**config.mk**
```make
export PLATFORM = sky130hd
export DESIGN_NAME = nofwd_hazard_unit
export DESIGN_NICKNAME = d
export VERILOG_FILES = /design/src/rtl/hz_pkg.sv /design/src/rtl/hz_src_match.sv /design/src/rtl/hz_branch_tracker.sv /design/src/rtl/hz_stall_counter.sv /design/src/rtl/nofwd_hazard_unit.sv
export SDC_FILE = /design/constraint.sdc
export NUM_CORES = 1
export LEC_CHECK = 0
export BUFFER_PORTS_ARGS = -buffer_cell sky130_fd_sc_hd__buf_2
export CORE_ASPECT_RATIO = 1.75
export CORE_MARGIN = 3
export CORE_UTILIZATION = 45
export CTS_CLUSTER_SIZE = 10
export DETAILED_ROUTE_END_ITERATION = 16
export PLACE_DENSITY = 0.71
export SYNTH_ARGS = -nofsm -noshare
export SYNTH_HDL_FRONTEND = slang
export SYNTH_SLANG_ARGS = --single-unit
export TNS_END_PERCENT = 10
```
**constraint.sdc**
```tcl
create_clock -name clk -period 3.58 [get_ports clk]
set_input_delay 0.358 -clock clk [delete_from_list [all_inputs] [get_ports clk]]
set_output_delay 0.358 -clock clk [all_outputs]
set_load 0.02 [all_outputs]
```
**src/rtl/hz_pkg.sv**
```systemverilog
package hz_pkg;
  // reason for the current decode-stage hold
  typedef enum logic [1:0] {
    HOLD_NONE   = 2'd0,
    HOLD_DATA   = 2'd1,
    HOLD_BRANCH = 2'd2
  } hold_cause_e;
endpackage

```
**src/rtl/hz_src_match.sv**
```systemverilog
module hz_src_match #(
  parameter int AW         = 5,
  parameter int NUM_STAGES = 2
) (
  input  logic [AW-1:0] src,
  input  logic          src_used,
  input  logic [AW-1:0] dst      [NUM_STAGES],
  input  logic          dst_wen  [NUM_STAGES],
  output logic          hit
);
  logic [NUM_STAGES-1:0] stage_hit;
  logic                  src_live;

  // register zero is hardwired and never carries a dependence
  assign src_live = src_used && (src != '0);

  for (genvar s = 0; s < NUM_STAGES; s++) begin : g_stage
    assign stage_hit[s] = src_live && dst_wen[s] && (dst[s] != '0) && (dst[s] == src);
  end

  assign hit = |stage_hit;
endmodule

```
**src/rtl/hz_branch_tracker.sv**
```systemverilog
module hz_branch_tracker (
  input  logic clk,
  input  logic rst_n,
  input  logic branch_go,
  output logic pend
);
  logic pend_d;

  always_comb begin
    pend_d = branch_go && !pend;
  end

  always_ff @(posedge clk or negedge rst_n) begin
    if (!rst_n) pend <= 1'b0;
    else        pend <= pend_d;
  end

  AST_BR_SINGLE: assert property (@(posedge clk) disable iff (!rst_n)
    pend |=> !pend);
endmodule

```
**src/rtl/hz_stall_counter.sv**
```systemverilog
module hz_stall_counter #(
  parameter int W = 32
) (
  input  logic         clk,
  input  logic         rst_n,
  input  logic         inc,
  output logic [W-1:0] count
);
  logic [W-1:0] count_d;
  logic         count_en;

  assign count_en = inc;

  always_comb begin
    count_d = count + W'(1);
  end

  always_ff @(posedge clk or negedge rst_n) begin
    if (!rst_n)        count <= '0;
    else if (count_en) count <= count_d;
  end

  AST_CNT_STEP: assert property (@(posedge clk) disable iff (!rst_n)
    inc |=> count == $past(count) + W'(1));
  AST_CNT_HOLD: assert property (@(posedge clk) disable iff (!rst_n)
    !inc |=> $stable(count));
endmodule

```
**src/rtl/nofwd_hazard_unit.sv**
```systemverilog
module nofwd_hazard_unit #(
  parameter int REG_AW = 5,
  parameter int CNT_W  = 32
) (
  input  logic              clk,
  input  logic              rst_n,
  input  logic [REG_AW-1:0] id_rs1_addr,
  input  logic              id_rs1_used,
  input  logic [REG_AW-1:0] id_rs2_addr,
  input  logic              id_rs2_used,
  input  logic              id_is_branch,
  input  logic [REG_AW-1:0] ex_dst_addr,
  input  logic              ex_dst_wen,
  input  logic [REG_AW-1:0] mem_dst_addr,
  input  logic              mem_dst_wen,
  output logic              pc_write,
  output logic              ifid_write,
  output logic              idex_bubble,
  output logic [CNT_W-1:0]  stall_count
);
  import hz_pkg::*;

  localparam int NUM_SRC    = 2;
  localparam int NUM_STAGES = 2;

  // reset: asserted asynchronously, released on a clock edge
  logic rst_meta, rst_sync_n;
  always_ff @(posedge clk or negedge rst_n) begin
    if (!rst_n) begin
      rst_meta   <= 1'b0;
      rst_sync_n <= 1'b0;
    end else begin
      rst_meta   <= 1'b1;
      rst_sync_n <= rst_meta;
    end
  end

  logic [REG_AW-1:0] src_addr [NUM_SRC];
  logic              src_used [NUM_SRC];
  logic [REG_AW-1:0] dst_addr [NUM_STAGES];
  logic              dst_wen  [NUM_STAGES];
  logic [NUM_SRC-1:0] src_hit;

  assign src_addr[0] = id_rs1_addr;
  assign src_addr[1] = id_rs2_addr;
  assign src_used[0] = id_rs1_used;
  assign src_used[1] = id_rs2_used;
  assign dst_addr[0] = ex_dst_addr;
  assign dst_addr[1] = mem_dst_addr;
  assign dst_wen[0]  = ex_dst_wen;
  assign dst_wen[1]  = mem_dst_wen;

  for (genvar i = 0; i < NUM_SRC; i++) begin : g_src
    hz_src_match #(.AW(REG_AW), .NUM_STAGES(NUM_STAGES)) u_match (
      .src      (src_addr[i]),
      .src_used (src_used[i]),
      .dst      (dst_addr),
      .dst_wen  (dst_wen),
      .hit      (src_hit[i])
    );
  end

  logic        br_pend;
  logic        branch_go;
  hold_cause_e cause;
  logic        hold;

  always_comb begin
    if (br_pend)       cause = HOLD_BRANCH;
    else if (|src_hit) cause = HOLD_DATA;
    else               cause = HOLD_NONE;
  end

  assign hold        = (cause != HOLD_NONE);
  assign branch_go   = id_is_branch && !hold;
  assign pc_write    = !hold;
  assign ifid_write  = !hold;
  assign idex_bubble = hold;

  hz_branch_tracker u_branch (
    .clk       (clk),
    .rst_n     (rst_sync_n),
    .branch_go (branch_go),
    .pend      (br_pend)
  );

  hz_stall_counter #(.W(CNT_W)) u_count (
    .clk   (clk),
    .rst_n (rst_sync_n),
    .inc   (idex_bubble),
    .count (stall_count)
  );

  AST_EX_MATCH: assert property (@(posedge clk) disable iff (!rst_sync_n)
    (ex_dst_wen && ex_dst_addr != '0 && id_rs1_used && id_rs1_addr == ex_dst_addr)
    |-> (idex_bubble && !pc_write && !ifid_write));
  AST_MEM_MATCH: assert property (@(posedge clk) disable iff (!rst_sync_n)
    (mem_dst_wen && mem_dst_addr != '0 && id_rs2_used && id_rs2_addr == mem_dst_addr)
    |-> (idex_bubble && !pc_write && !ifid_write));
  AST_ZERO_FREE: assert property (@(posedge clk) disable iff (!rst_sync_n)
    (id_rs1_addr == '0 && id_rs2_addr == '0 && !br_pend) |-> !idex_bubble);
  AST_IDLE_FREE: assert property (@(posedge clk) disable iff (!rst_sync_n)
    (!ex_dst_wen && !mem_dst_wen && !br_pend) |-> !idex_bubble);
  AST_BR_FOLLOW: assert property (@(posedge clk) disable iff (!rst_sync_n)
    (id_is_branch && pc_write) |=> idex_bubble);
endmodule

```
**After elaboration in Yosys (flattened, before gate mapping)**

Index checks and enable logic that the tools add are counted.

- Register bits after elaboration: 35
- Bits in latches: 0
- Bits in writable memories: 0
- ROM bits: 0
- Output and inout port bits: 35
- Memories: 0

- Add/sub/neg operators: 1
- Multipliers: 0
- Divide/modulo/power cells: 0
- Magnitude comparators: 0
- Equality and inequality tests: 4
- Shift operators: 0
- Mux-type cells: 2
- Bitwise logic cells: 0
- Reduce and logical (&&, ||, !) cells: 24

Operator list:

| cell | count |
|---|---|
| $add 32x1->32 const B | 1 |
| $eq 5x5->1 | 4 |
| $reduce_bool 5->1 | 4 |
| $logic_and 1x1->1 | 16 |
| $reduce_or 4->1 | 1 |
| $logic_not 1->1 | 2 |
| $mux 2 | 1 |
| $reduce_bool 2->1 | 1 |
| $mux 1 | 1 |

**Logic depth before layout (Yosys ltp)**

- Word-level depth: 12
- Gate-level depth with buffers: 8
- Depth with buffers taken out: 7

**Hierarchy**

Synthesis repeated with hierarchy kept, for this count alone.

- Cell total of the unflattened synthesis: 172
- Area total of the unflattened synthesis: 1,864.3 µm²

Modules (own cells, without submodules):

| module | times used | cells an instance | area each (µm²) | seq. area each (µm²) |
|---|---|---|---|---|
| hz_stall_counter | 1 | 123 | 1,448.9 | 800.8 |
| hz_src_match | 2 | 20 | 147.6 | 0.0 |
| nofwd_hazard_unit | 1 | 7 | 81.3 | 50.0 |
| hz_branch_tracker | 1 | 2 | 38.8 | 25.0 |

**Worst setup path after synthesis**

OpenSTA, ideal clock, no wires.

- Path type: input-to-output
- From: in mem_dst_addr[1]
- To: out pc_write
- Data arrival time: 2.121 ns
- Required time: 3.222 ns
- Path slack: 1.101 ns
- Cell stages on the path: 8
- Buffers on the path: 2
- Cell sequence: or4_1 o211ai_1 nor3_1 nor3_4 buf_6 nand2_2 inv_1 buf_4

- Cells in the longest elaborated chain, start to end: 8
- Elaborated cells between the ends (all ways): 12
- Those cells by class: eq/ne: 2; mux: 2; reduce/logical: 8

Ends and longest elaborated chain:

| item | RTL line | text |
|---|---|---|
| from (decl) | nofwd_hazard_unit.sv:14 | `input logic [REG_AW-1:0] mem_dst_addr,` |
| $reduce_bool 5->1 | hz_src_match.sv:18 | `assign stage_hit[s] = src_live && dst_wen[s] && (dst[s] != '0) && (dst[s] == src);` |
| $logic_and 1x1->1 (2 in series) | hz_src_match.sv:18 |  |
| $reduce_or 4->1 (*) | nofwd_hazard_unit.sv:70 | `else if (\|src_hit) cause = HOLD_DATA;` |
| $mux 1 (*) | nofwd_hazard_unit.sv:70 |  |
| $mux 2 (*) | nofwd_hazard_unit.sv:69 | `if (br_pend) cause = HOLD_BRANCH;` |
| $reduce_bool 2->1 (*) | nofwd_hazard_unit.sv:74 | `assign hold = (cause != HOLD_NONE);` |
| named net idex_bubble | nofwd_hazard_unit.sv:18 | `output logic idex_bubble,` |
| $logic_not 1->1 (*) | - |  |
| to (decl) | nofwd_hazard_unit.sv:16 | `output logic pc_write,` |

Mark *: on every way through the listed nets, which the timed path passes. The rest lies on a longest branch.

**Worst setup path after layout**

- From: in mem_dst_addr[1]
- To: out pc_write

- Cells in the longest elaborated chain, start to end: 8
- Elaborated cells between the ends (all ways): 12
- Those cells by class: eq/ne: 2; mux: 2; reduce/logical: 8

Ends and longest elaborated chain:

| item | RTL line | text |
|---|---|---|
| $reduce_bool 5->1 | hz_src_match.sv:18 |  |
| $logic_and 1x1->1 (2 in series) | hz_src_match.sv:18 |  |
| $reduce_or 4->1 (*) | nofwd_hazard_unit.sv:70 |  |
| $mux 1 (*) | nofwd_hazard_unit.sv:70 |  |
| $mux 2 (*) | nofwd_hazard_unit.sv:69 |  |
| $reduce_bool 2->1 (*) | nofwd_hazard_unit.sv:74 |  |
| $logic_not 1->1 (*) | nofwd_hazard_unit.sv:76 | `assign pc_write = !hold;` |

Every way passes the cells marked *; elsewhere a longest branch is shown, timed or not.

==> flow_summary.rst <==
.. list-table::
   :header-rows: 1

   * - Metric
     - Value
   * - Antenna violations before repair
     - 0
   * - Accumulated negative setup slack
     - 0 ps
   * - Clock transition at path regs
     - 70 ps
   * - Gp weighted congestion
     - 0.810
   * - Pin count of the biggest net entering global routing
     - 27
   * - Top cell type by total area after synthesis
     - sky130_fd_sc_hd__dfrtp_1
   * - Via count
     - approximately 1700
   * - First-pass GRT wire length
     - 8010 µm
   * - Mean instance size in the synthesized netlist
     - about 11 µm²
   * - Data required time at the worst endpoint
     - 3220 ps
   * - Reg2reg path depth
     - 7
   * - Remaining routing DRC violations
     - 0
   * - Top Ports
     - 62
   * - Crit start category
     - primary input
   * - H-tree depth reported by CTS
     - 2
   * - Worst relative slew slack
     - 43.7%
   * - Period minus WS final
     - 2430 ps
   * - Static leakage
     - 0.00121 µW
   * - Antenna cell count
     - 0
   * - Total track usage
     - 18.0%
   * - Post-route clock skew
     - 5.40 ps
   * - Kind of critical path
     - in2out
   * - Register bit count reported by yosys
     - 35
   * - Outcome
     - completed
   * - Final setup viols
     - 0
   * - CP max stage cell
     - sky130_fd_sc_hd__or4_1
   * - EDFF count, synth
     - 0
   * - Top fanout value on the critical path
     - 13
   * - Half-perimeter wire length of the detailed placement result
     - 3600 µm
   * - Area added between synthesis and finish
     - 20.6%
   * - RSZ-0062 raised after global routing
     - no
   * - Busiest grt layer
     - met2
   * - Number of buffers created by CTS
     - 5
   * - Final Hold Vio Count
     - 0
   * - Maximum root-to-sink buffer count
     - 2
   * - Final routed wirelength across all metal layers
     - 4680 µm
   * - Number of violations of the max-capacitance limit
     - 0
   * - GR Util met3
     - 3.31%
   * - TritonCTS clock tree
     - done
   * - Worst path cell trace
     - buf_2, or4_1, o211ai_1, nor3_1, nor3_4, buf_4, nand2_2, inv_1, buf_2
   * - Placement-stage worst setup slack
     - 1070 ps
   * - Fraction of layout cells with a size suffix above 1
     - 41.2%
   * - Unique cell type count in the Yosys netlist
     - 39
   * - Final worst setup slack
     - 1150 ps
   * - Proportion of register bits with asynchronous set or reset after synthesis
     - 100%
   * - Leading cell type by number of instances after synthesis
     - sky130_fd_sc_hd__dfrtp_1
   * - Post-synthesis cell count
     - 191
   * - Count of TritonRoute iterations in the first routing pass
     - 3
   * - Transition time at the pin with the least slew margin
     - 843 ps
   * - Leading post-synthesis cells by instance count
     - 35 x sky130_fd_sc_hd__dfrtp_1, 27 x sky130_fd_sc_hd__xor2_1, 24 x sky130_fd_sc_hd__xnor2_1
   * - Most area-consuming cells after synthesis
     - sky130_fd_sc_hd__dfrtp_1 40%, sky130_fd_sc_hd__a2111oi_2 13%, sky130_fd_sc_hd__xor2_1 11%
   * - Post-route antenna net violation count
     - 0
   * - Post-synthesis sequential area ratio
     - 40.2%
   * - Most frequent cell on the critical path
     - sky130_fd_sc_hd__buf_2
   * - Worst supply voltage drop on vdd
     - around 350 µV
   * - Clock tree root buffer cell
     - sky130_fd_sc_hd__clkbuf_8
   * - Fraction of the cycle the final worst path needs
     - 67.9%
   * - Std cell rows
     - 32
   * - Count of input and output buffers
     - between 60 and 70
   * - Met2 usage
     - a little under a third
   * - Critical Path AT
     - between 2000 and 2500 ps
   * - Flop2flop setup slack
     - around 1300 ps
   * - CP startpoint
     - mem_dst_addr[1]
   * - Number of pins with negative max-slew slack in the final report
     - 0
   * - Number of warnings issued by yosys
     - 0
   * - Reg-to-reg endpoint
     - u_count.count[26]
   * - Initial cell density of the core
     - roughly 48%
   * - Post-Syn Area
     - 0.00218 mm²
   * - CTS sink cnt
     - 35
   * - Class of the tightest hold or removal check
     - reg2async
   * - Worst Setup EP
     - pc_write
   * - Critical path capture point type
     - primary output
   * - Global-route congestion overflow total
     - 0
   * - Total setup buffers inserted after CTS
     - 0
   * - Synthesized Nets
     - between 200 and 250
   * - Die width
     - 58.6 µm
   * - Max stage delay on crit path
     - 540 ps
   * - DR vias/cell
     - around 5.5
   * - Max Clock Freq
     - around 0.41 GHz
   * - Clock network latency to the later pin of the worst-skew pair
     - 280 ps
   * - Die Footprint
     - 0.00574 mm²
   * - Met1 Usage GRT
     - 21.3%
   * - Average wire per standard cell
     - between 15 and 20 µm
   * - Placeable core area
     - 0.00452 mm²
   * - Source of the worst register-to-register timing path
     - u_count.count[6]
   * - Layout net count
     - 283
   * - Number of global-route vias before repair
     - 1742
   * - Power per cell area
     - 423 mW/mm²
   * - Fraction of synthesized cell area taken by the top area cell type
     - 40.2%
   * - Top FF cell, synth
     - sky130_fd_sc_hd__dfrtp_1
   * - Floorplan die height
     - 98.0 µm
   * - Initial DRC Count
     - 32
## stage by stage
stage	power [µW]	std cells	hold WS [ps]	cell area, µm²	utilization, %
6_report	1110	306	266	2630	58.0
5_1_grt	1170	306	351	2630	58.0
4_1_cts	1120	306	307	2630	58.0
3_5_place_dp	836	298	147	2530	55.9
3_3_place_gp	832	298	144	2530	55.9
2_1_floorplan	727	191	62.4	2180	-
## report_power, final
| part | switching, µW | leakage, µW | internal (µW) |
|---|---|---|---|
| Combinational | 199 | 0.000724 | 118 |
| Sequential | 64.3 | 0.000437 | 446 |
| Clock | 132 | 0.0000470 | 151 |
| Total | 396 | 0.00121 | 714 |
## cells by family (layout without fill, tap and decap cells)
logic type                 count (synthesis)  after routing  share of synthesized area [%]
muxes                                      1              1                          0.689
DFF                                       35             35                           40.2
xor gates and xnor gates                  51             51                           20.5
buffers and inverters                     19             83                           4.60
AOI/OAI and AO/OA                         35             35                           18.6
adders and majority gates                  1              1                          0.575
and+or+nand+nor                           48             48                           14.7
other                                      1              1                          0.172
## area by class of cell
class | count | area, µm²
tap | 51 | 63.8
sequential | 35 | 876
inverter | 9 | 33.8
clock buffer | 6 | 82.6
timing repair buffer | 67 | 353
fill | 405 | 1900
multi-input combinational | 137 | 1210
clock inverter | 1 | 5.00
## state kept, by name, indices dropped and copies added, names as in the netlist
signal and flops:
u_count.count 32, rst_meta 1, rst_sync_n 1, u_branch.pend 1
## repair_timing
action                    4_1_cts  5_1_grt
hold endpoints to repair        2        0
gates resized for setup         0        0
hold buffers                    1        0
## metal layers
metal  share of wire [%]  vias to the layer above  wire, µm
li1                    -                      829         -
met1                  40                      797      1870
met2                  53                       41      2480
met3                 4.9                        8       231
met4                 2.0                        0        94
met5                   0                        -         0
## cell usage in the layout, fill, tap and decap left out, types with 2 or more instances in the layout
master	instances
sky130_fd_sc_hd__buf_4	5
sky130_fd_sc_hd__xnor2_1	24
sky130_fd_sc_hd__nor4_2	2
sky130_fd_sc_hd__nor4_1	3
sky130_fd_sc_hd__nand3_1	10
sky130_fd_sc_hd__nand2_1	10
sky130_fd_sc_hd__inv_1	9
sky130_fd_sc_hd__o21ai_1	2
sky130_fd_sc_hd__nand4_1	4
sky130_fd_sc_hd__or4_1	4
sky130_fd_sc_hd__nand2_2	2
sky130_fd_sc_hd__clkbuf_8	6
sky130_fd_sc_hd__buf_2	61
sky130_fd_sc_hd__a2111oi_2	19
sky130_fd_sc_hd__a21oi_1	2
sky130_fd_sc_hd__dfrtp_1	35
sky130_fd_sc_hd__a211oi_1	8
sky130_fd_sc_hd__nor2_1	2
sky130_fd_sc_hd__xor2_1	27
## critical path, delay by kind of cell
family / cells / cell delay [ps]
compound gates: 1 / 170
simple gates: 4 / 900
buf+inv: 4 / 640
## worst min path at each step
| stage | from | to | slack [ps] | depth (start not counted) |
|---|---|---|---|---|
| 2_1_floorplan | rst_n | rst_meta | 60 | 0 |
| 3_3_place_gp | rst_n | rst_meta | 140 | 1 |
| 3_5_place_dp | rst_n | rst_meta | 150 | 1 |
| 4_1_cts | rst_sync_n | u_count.count[14] | 310 | 0 |
| 5_1_grt | rst_sync_n | u_count.count[21] | 350 | 0 |
| 6_report | rst_sync_n | u_count.count[20] | 270 | 0 |
No activity file was read; power rests on OpenSTA's default activity.
